--- src/rtl/sc_rx_pkg.sv ---
package sc_rx_pkg;

  // Strobes from the control FSM to the datapath
  typedef struct packed {
    logic shiftBit;   // sample the line into the frame register
    logic evaluate;   // decide the fate of the complete frame
  } srxStrobes_t;

  typedef enum logic [2:0] {
    ST_RECOVER,
    ST_IDLE,
    ST_START,
    ST_BITS,
    ST_EVAL,
    ST_GUARD,
    ST_NACK
  } srxState_t;

  typedef enum logic [1:0] {
    OUT_ACCEPT,   // parity good
    OUT_SILENT,   // parity bad, stored without ready
    OUT_FORCED,   // parity bad, cap reached, accepted
    OUT_REJECT    // parity bad, NACK requested
  } rxOutcome_t;

endpackage

--- src/rtl/sc_rx_ctrl.sv ---
module sc_rx_ctrl
  import sc_rx_pkg::*;
#(
  parameter int OVS        = 16,
  parameter int NACK_TICKS = 16,
  parameter int DATA_W     = 8
) (
  input  logic        clk,
  input  logic        rstN,
  input  logic        tick,
  input  logic        lineS,
  input  logic        nackReq,
  output srxStrobes_t strobes,
  output logic        driveLow
);

  localparam int HALF    = OVS / 2;
  localparam int CNT_MAX = (NACK_TICKS > OVS) ? NACK_TICKS : OVS;
  localparam int CNT_W   = $clog2(CNT_MAX + 1);
  localparam int IDX_W   = $clog2(DATA_W + 1);

  localparam logic [CNT_W-1:0] HALF_END = CNT_W'(HALF - 1);
  localparam logic [CNT_W-1:0] ETU_END  = CNT_W'(OVS - 1);
  localparam logic [CNT_W-1:0] NACK_END = CNT_W'(NACK_TICKS - 1);
  localparam logic [IDX_W-1:0] LAST_IDX = IDX_W'(DATA_W);  // parity bit

  srxState_t        stateQ, stateNx;
  logic [CNT_W-1:0] cntQ, cntNx;
  logic [IDX_W-1:0] idxQ, idxNx;
  logic             pendQ, pendNx;

  always_comb begin
    stateNx = stateQ;
    cntNx   = cntQ;
    idxNx   = idxQ;
    pendNx  = pendQ;
    strobes = '0;
    case (stateQ)
      ST_RECOVER: begin
        // wait until the line is released before arming start detection
        cntNx = '0;
        if (lineS) stateNx = ST_IDLE;
      end
      ST_IDLE: begin
        cntNx = '0;
        if (tick && !lineS) stateNx = ST_START;
      end
      ST_START: begin
        if (tick) begin
          if (cntQ == HALF_END) begin
            cntNx   = '0;
            idxNx   = '0;
            stateNx = lineS ? ST_IDLE : ST_BITS;  // reject short glitches
          end else begin
            cntNx = cntQ + 1'b1;
          end
        end
      end
      ST_BITS: begin
        if (tick) begin
          if (cntQ == ETU_END) begin
            cntNx            = '0;
            strobes.shiftBit = 1'b1;
            if (idxQ == LAST_IDX) stateNx = ST_EVAL;
            else                  idxNx   = idxQ + 1'b1;
          end else begin
            cntNx = cntQ + 1'b1;
          end
        end
      end
      ST_EVAL: begin
        strobes.evaluate = 1'b1;
        pendNx           = nackReq;
        cntNx            = '0;
        stateNx          = ST_GUARD;
      end
      ST_GUARD: begin
        // finish the second half of the parity bit
        if (tick) begin
          if (cntQ == HALF_END) begin
            cntNx   = '0;
            stateNx = pendQ ? ST_NACK : ST_RECOVER;
          end else begin
            cntNx = cntQ + 1'b1;
          end
        end
      end
      ST_NACK: begin
        if (tick) begin
          if (cntQ == NACK_END) begin
            cntNx   = '0;
            stateNx = ST_RECOVER;
          end else begin
            cntNx = cntQ + 1'b1;
          end
        end
      end
      default: stateNx = ST_RECOVER;
    endcase
  end

  always_ff @(posedge clk) begin
    if (!rstN) begin
      stateQ   <= ST_RECOVER;
      cntQ     <= '0;
      idxQ     <= '0;
      pendQ    <= 1'b0;
      driveLow <= 1'b0;
    end else begin
      stateQ   <= stateNx;
      cntQ     <= cntNx;
      idxQ     <= idxNx;
      pendQ    <= pendNx;
      driveLow <= (stateNx == ST_NACK);
    end
  end

endmodule

--- src/rtl/sc_rx_datapath.sv ---
module sc_rx_datapath
  import sc_rx_pkg::*;
#(
  parameter int DATA_W      = 8,
  parameter int ITER_W      = 3,
  parameter int SYNC_STAGES = 2
) (
  input  logic              clk,
  input  logic              rstN,
  input  logic              lineIn,
  input  srxStrobes_t       strobes,
  input  logic              limitEn,
  input  logic              inhibitNack,
  input  logic [ITER_W-1:0] maxIter,
  input  logic              statusClr,
  output logic              lineS,
  output logic              nackReq,
  output logic [DATA_W-1:0] rxData,
  output logic              rxValid,
  output logic              parityErr,
  output logic              iterFlag
);

  localparam logic [ITER_W-1:0] CNT_SAT = {ITER_W{1'b1}};

  // Input synchronizer, depth picked by parameter
  logic [SYNC_STAGES-1:0] syncQ;
  generate
    if (SYNC_STAGES == 1) begin : g_sync1
      always_ff @(posedge clk) begin
        if (!rstN) syncQ <= '1;
        else       syncQ <= lineIn;
      end
    end else begin : g_syncN
      always_ff @(posedge clk) begin
        if (!rstN) syncQ <= '1;
        else       syncQ <= {syncQ[SYNC_STAGES-2:0], lineIn};
      end
    end
  endgenerate
  assign lineS = syncQ[SYNC_STAGES-1];

  // Frame register: data bits then parity, filled from the top
  logic [DATA_W:0]     frameQ;
  logic [DATA_W-1:0]   dataBits;
  logic                parOk;
  logic [ITER_W-1:0]   nackCntQ;
  logic                limitHit;
  rxOutcome_t          outcome;

  assign dataBits = frameQ[DATA_W-1:0];
  assign parOk    = ~^frameQ;
  assign limitHit = limitEn && (nackCntQ >= maxIter);

  always_comb begin
    if (parOk)            outcome = OUT_ACCEPT;
    else if (inhibitNack) outcome = OUT_SILENT;
    else if (limitHit)    outcome = OUT_FORCED;
    else                  outcome = OUT_REJECT;
  end

  assign nackReq = strobes.evaluate && (outcome == OUT_REJECT);

  logic perrSet, iterSet;
  assign perrSet = strobes.evaluate && !parOk;
  assign iterSet = strobes.evaluate && (outcome == OUT_FORCED);

  always_ff @(posedge clk) begin
    if (!rstN) begin
      frameQ   <= '0;
      rxData   <= '0;
      rxValid  <= 1'b0;
      nackCntQ <= '0;
    end else begin
      rxValid <= 1'b0;
      if (strobes.shiftBit) frameQ <= {lineS, frameQ[DATA_W:1]};
      if (strobes.evaluate) begin
        case (outcome)
          OUT_ACCEPT, OUT_FORCED: begin
            rxData   <= dataBits;
            rxValid  <= 1'b1;
            nackCntQ <= '0;
          end
          OUT_SILENT: rxData <= dataBits;
          default: begin
            if (nackCntQ != CNT_SAT) nackCntQ <= nackCntQ + 1'b1;
          end
        endcase
      end
    end
  end

  // Sticky flags: a set in the same clock as a clear wins
  always_ff @(posedge clk) begin
    if (!rstN) begin
      parityErr <= 1'b0;
      iterFlag  <= 1'b0;
    end else begin
      if (perrSet)        parityErr <= 1'b1;
      else if (statusClr) parityErr <= 1'b0;
      if (iterSet)        iterFlag  <= 1'b1;
      else if (statusClr) iterFlag  <= 1'b0;
    end
  end

endmodule

--- src/rtl/sc_char_rx.sv ---
module sc_char_rx
  import sc_rx_pkg::*;
#(
  parameter int DATA_W      = 8,
  parameter int OVS         = 16,
  parameter int NACK_TICKS  = 16,
  parameter int ITER_W      = 3,
  parameter int SYNC_STAGES = 2
) (
  input  logic              clk,
  input  logic              rstN,
  input  logic              tick,
  input  logic              lineIn,
  input  logic              limitEn,
  input  logic              inhibitNack,
  input  logic [ITER_W-1:0] maxIter,
  input  logic              statusClr,
  output logic [DATA_W-1:0] rxData,
  output logic              rxValid,
  output logic              parityErr,
  output logic              iterFlag,
  output logic              driveLow
);

  srxStrobes_t strobes;
  logic        lineS;
  logic        nackReq;

  sc_rx_ctrl #(
    .OVS(OVS), .NACK_TICKS(NACK_TICKS), .DATA_W(DATA_W)
  ) u_ctrl (
    .clk(clk), .rstN(rstN), .tick(tick), .lineS(lineS),
    .nackReq(nackReq), .strobes(strobes), .driveLow(driveLow)
  );

  sc_rx_datapath #(
    .DATA_W(DATA_W), .ITER_W(ITER_W), .SYNC_STAGES(SYNC_STAGES)
  ) u_dp (
    .clk(clk), .rstN(rstN), .lineIn(lineIn), .strobes(strobes),
    .limitEn(limitEn), .inhibitNack(inhibitNack), .maxIter(maxIter),
    .statusClr(statusClr), .lineS(lineS), .nackReq(nackReq),
    .rxData(rxData), .rxValid(rxValid), .parityErr(parityErr),
    .iterFlag(iterFlag)
  );

endmodule

--- config.mk ---
export PLATFORM = sky130hd
export DESIGN_NAME = sc_char_rx
export DESIGN_NICKNAME = d
export VERILOG_FILES = /design/src/rtl/sc_rx_pkg.sv /design/src/rtl/sc_rx_ctrl.sv /design/src/rtl/sc_rx_datapath.sv /design/src/rtl/sc_char_rx.sv
export SDC_FILE = /design/constraint.sdc
export NUM_CORES = 1
export LEC_CHECK = 0
export ABC_AREA = 1
export ABC_CLOCK_PERIOD_IN_PS = 2600
export BUFFER_PORTS_ARGS = -buffer_cell sky130_fd_sc_hd__buf_2
export CORE_ASPECT_RATIO = 2
export CORE_MARGIN = 2
export CORE_UTILIZATION = 35
export CTS_BUF_LIST = sky130_fd_sc_hd__clkbuf_8
export CTS_CLUSTER_DIAMETER = 60
export CTS_CLUSTER_SIZE = 24
export DETAILED_ROUTE_END_ITERATION = 8
export PLACE_DENSITY = 0.58
export SYNTH_ARGS = -nofsm -noshare
export SYNTH_HDL_FRONTEND = slang
export SYNTH_SLANG_ARGS = --single-unit
--- constraint.sdc ---
create_clock -name clk -period 2.6 [get_ports clk]
set_input_delay 0.39 -clock clk [delete_from_list [all_inputs] [get_ports clk]]
set_output_delay 0.39 -clock clk [all_outputs]
set_load 0.1 [all_outputs]
# After elaboration in Yosys (flattened, before gate mapping)
# Index checks and enable logic that the tools add are counted.
classes:
  eq_ne: 21
  n_reduce_logical: 25
  bitwise: 1
  order_cmp: 1
  add_sub_neg: 3
  muxes: 38
ops:
  columns: ["op", "count"]
  rows:
  - ["2-to-1 mux 3 bit", 13]
  - ["one-hot mux 3 bit (7 select lines)", 1]
  - ["2-to-1 mux 4 bit", 5]
  - ["2-to-1 mux 5 bit", 4]
  - ["one-hot mux 5 bit (3 select lines)", 1]
  - ["equality test 3 bit, second input constant", 4]
  - ["2-to-1 mux 1 bit", 9]
  - ["XNOR reduction 9 bit", 1]
  - ["inequality test 2 x 1 -> 1 bit, second input constant", 4]
  - ["one-hot mux 4 bit (2 select lines)", 1]
  - ["nonzero test 2 bit", 4]
  - ["equality test 3 x 2 -> 1 bit, second input constant", 2]
  - ["2-to-1 mux 2 bit", 3]
  - ["inequality test 2 bit, second input constant", 3]
  - ["one-hot mux 3 bit (2 select lines)", 1]
  - ["AND reduction 3 bit", 2]
  - ["AND reduction 6 bit", 1]
  - ["OR reduction 2 bit", 3]
  - ["OR reduction 3 bit", 2]
  - ["adder 5 x 1 -> 5 bit, second input constant", 1]
  - ["equality test 5 x 3 -> 1 bit, second input constant", 1]
  - ["equality test 5 x 4 -> 1 bit, second input constant", 1]
  - ["logical AND 1 bit", 5]
  - ["adder 4 x 1 -> 4 bit, second input constant", 1]
  - ["other kinds (13)", 16]
word_totals:
  elab_cells: 101
  out_inout_bits: 12
  register_bits: 39

# Longest topological paths before layout
depth:
  ltp_word: 9
  depth_mapped: 12

# Modules after synthesis
# From an unflattened synthesis, not the netlist that was laid out.
unflattened:
  cells_unflattened: 341
  hier_area_um2: 2273.4
modules_own_cells:
  columns: ["module", "n_inst", "seq_area_each_um2", "cells_each", "area_per_inst_um2"]
  rows:
  - ["sc_rx_datapath", 1, 500.5, 175, 1221.2]
  - ["sc_rx_ctrl", 1, 280.3, 166, 1052.3]

# Least setup slack after synthesis
# OpenSTA, ideal clock, no wires.
synth_timing:
  kind: "register to register"
  from: "reg u_ctrl.cntQ[0]"
  to: "reg u_ctrl.idxQ[1]"
  required_ns: 2.479
  arrival_time_ns: 1.659
  slack_ns: 0.820
  setup_time_ns: 0.121
  synth_period_minus_slack_ns: 1.780
  path_stages_with_launch: 10
  path_buffers: 0
  path_cell_list: "dfxtp_1 ha_1 nand2_1 nor2_1 ha_1 inv_1 a221oi_2 nand3_1 o21ai_0 nor2_1"
synth_between:
  elab_chain_len: 3
synth_rtl:
  columns: ["item", "line", "source"]
  rows:
  - ["start: declaration", "sc_rx_ctrl.sv:28", "logic [CNT_W-1:0] cntQ, cntNx;"]
  - ["start signal: assignment", "sc_rx_ctrl.sv:111", "cntQ <= cntNx;"]
  - ["equality test 5 x 4 -> 1 bit / equality test 5 x 3 -> 1 bit (equally long branches)", "sc_rx_ctrl.sv:61, sc_rx_ctrl.sv:50", null]
  - ["inequality test 2 x 1 -> 1 bit (no line)", null, null]
  - ["AND reduction 6 bit (no line) (*)", null, null]
  - ["end signal: assignment", "sc_rx_ctrl.sv:112", "idxQ <= idxNx;"]
  - ["end: declaration", "sc_rx_ctrl.sv:29", "logic [IDX_W-1:0] idxQ, idxNx;"]
# Every way passes the cells marked *; elsewhere a longest branch is shown, timed or not.
# A chain may end at the register's enable or synchronous reset.

# Worst setup path in the final report
layout_timing:
  from: "reg u_ctrl.cntQ[1]"
  to: "reg u_ctrl.idxQ[1]"
# The elaborated chain is that of the path after synthesis.

==> results.json <==
{
  "status": "complete, no violations",
  "grt_max_degree": 23,
  "ctsHtreeMaxLevel": 2,
  "drc_errors": 0,
  "cts_buffer_depth": 2,
  "die_h_um": 113,
  "synthTopCellsByArea": "dfxtp_1 38%, nand2_1 9.2%, a21oi_1 7.7%",
  "ys_async_sr_fraction_pct": 0,
  "worst_slack_ns": 0.562,
  "postLayoutCellArea_mm2": 0.00236,
  "nets": 330,
  "drt_first_pass_iters": 4,
  "total_power_uw": 1190,
  "vias": 1854,
  "grt_pass1_vias": 1862,
  "synthCells": 286,
  "synthTopCellsByCount": "51 x nand2_1, 39 x dfxtp_1, 35 x inv_1, 32 x a21oi_1, 27 x nor2_1",
  "synth_cell_types": 33,
  "cp.arrival_ns": 2.20,
  "die-area_mm2": 0.00662,
  "slew_headroom_pct": 64.0,
  "crit_path_start_kind": "register",
  "finalWirelength_um": 4550,
  "fin_util_pct": 41.3,
  "worst-path-buf-inv": 1,
  "synthesis.nets": 307,
  "drive_above_1_share_pct": 17.1,
  "cts_hold_buf": 0,
  "cts.sinks": 39,
  "post_drt_wl_per_cell_um": 12.3,
  "critical_path_class": "register to register",
  "slew_viol_final": 0,
  "area_growth_pct": 13.3,
  "fin_skew_ns": 0.00636,
  "cts_tree": "done",
  "antenna_found_initial": 0,
  "worstSkewPairLatency_ns": 0.28,
  "dp_slack_ns": 0.552,
  "cp.required_ns": 2.76,
  "ys_warn_count": 0,
  "grt_usage_pct": 15.0,
  "avgSynthCellArea_um2": 7.28,
  "yosys_register_bits": 39,
  "synth_top_flop_cell": "dfxtp_1",
  "drv_cap": 0,
  "cts_setup_buffers": 0,
  "clock.fmax_mhz": 491,
  "initial_utilization_pct": 36.4,
  "fill_cells": 620,
  "powerDensity_mw_per_mm2": 506,
  "placed_cell_area_mm2": 0.00224,
  "core_area_mm2": 0.00571,
  "synth_edf_count": 0,
  "yosysSeqAreaShare_pct": 37.5,
  "hpwl_um": 3460,
  "n_antenna_cell": 0,
  "hold_violations": 0,
  "clk_pin_slew_ns": 0.08,
  "initialDrtViolationCount": 50,
  "die_width_um": 58.5,
  "setup_viol": 0,
  "synth_top_area_share_pct": 37.5,
  "min_path_type": "primary input to register",
  "worst_pin_slew_ns": 0.540,
  "cp_cell_sequence": "ha_1 > nand2_1 > nor2_1 > ha_1 > inv_1 > a221oi_2 > nand3_1 > o21ai_0 > nor2_1",
  "gp_congestion": 0.886,
  "grt_pass1_wl_um": 7730,
  "tns_ns": 0,
  "port_buffers": 21,
  "vias_per_cell": 5.00,
  "overflow": 0,
  "max-vdd-ir-drop_v": 0.000326,
  "crit_path_end_kind": "register",
  "antenna_left": 0,
  "cts_buffers": 5,
  "cts_resized": 0,
  "synth_most_common_cell": "nand2_1",
  "yosysTopAreaCell": "dfxtp_1",
  "fp-row-count": 39,
  "layout_worst_path_cycle_share_pct": 78.4,
  "critPathTopFamily": "simple AND/OR/NAND/NOR gates",
  "fin_crit_ns": 2.04,
  "pin_count": 22,
  "worst_path_largest_cell_delay_ns": 0.36,
  "netlist_area_mm2": 0.00208,
  "cellLeakagePower_uw": 0.000990,
  "root_buffer": "clkbuf_8",
  "rsz0062_at_grt": "no",
  "critPathMaxFanout": 5,
  "slowest_stage": "dfxtp_1"
}
==> kinds of logic after synthesis <==
group                      after synthesis  share of synthesized area (%)
and+or+nand+nor                        123                           27.5
buffers and inverters                   45                           8.66
AOI/OAI and AO/OA                       63                           17.6
adders and majority gates               11                           6.61
DFF                                     39                           37.5
xor gates and xnor gates                 5                           2.10
==> flip-flops by register name, summed over array words and instances (netlist names) <==
register         count
u_dp.rxValid         1
u_ctrl.cntQ          5
u_ctrl.pendQ         1
u_dp.parityErr       1
u_dp.nackCntQ        3
u_ctrl.idxQ          4
u_dp.rxData          8
u_dp.syncQ           2
u_ctrl.driveLow      1
u_ctrl.stateQ        3
u_dp.frameQ          9
u_dp.iterFlag        1
==> worst paths after layout <==
path	startpoint	end	slack, ns	cells past startpoint
worst max-delay path	u_ctrl.cntQ[1]	u_ctrl.idxQ[1]	0.56	9
worst min-delay path	lineIn	u_dp.syncQ[0]	0.29	2
worst max register to register	u_ctrl.cntQ[1]	u_ctrl.idxQ[1]	0.56	9
worst min register to register	u_dp.syncQ[0]	u_dp.syncQ[1]	0.41	1
==> metal layers <==
metal,track usage (%),routed length [µm],up-vias
li1,-,-,985
met1,13.7,1680,848
met2,30.0,2690,17
met3,2.17,84,4
met4,6.98,89,0
met5,0,0,-
==> cells in the final DEF, fill, tap and decap left out, drive strengths merged <==
cell type,netlist,routed
inv,38,38
nand4,4,4
clkinv,0,1
a211oi,2,2
a21oi,34,34
o211ai,1,1
dfxtp,39,39
buf,4,23
o21a,1,1
a31oi,2,2
a221oi,1,1
o21ai,21,21
a41oi,1,1
nor3b,1,1
ha,11,11
bufinv,0,1
nand2,55,55
nor3,4,4
clkbuf,3,6
xor2,4,4
nor2,30,30
or2,3,3
nand3,26,26
xnor2,1,1
==> stage by stage <==
stage	instances	hold slack [ns]
floorplan	286	0.393
global placement	363	0.397
detailed placement	363	0.401
CTS	371	0.282
global route	371	0.286
finish	371	0.289
==> power by group <==
part	switching (µW)	leakage, µW	internal (µW)
combinational	35.0	0.000614	21.7
sequential	7.76	0.000315	602
clock	215	0.0000612	311
total	258	0.000990	934
==> cell type report <==
cell class	instances	area, µm²	share of cell area [%]
clock buffers	6	82.6	3.50
clock inverters	2	35.0	1.49
inverters	38	143	6.05
multi-input cells	202	1120	47.5
flip-flops and latches	39	781	33.1
well taps	61	76.3	3.24
repair buffers	23	120	5.10
No activity file was read; power rests on OpenSTA's default activity.
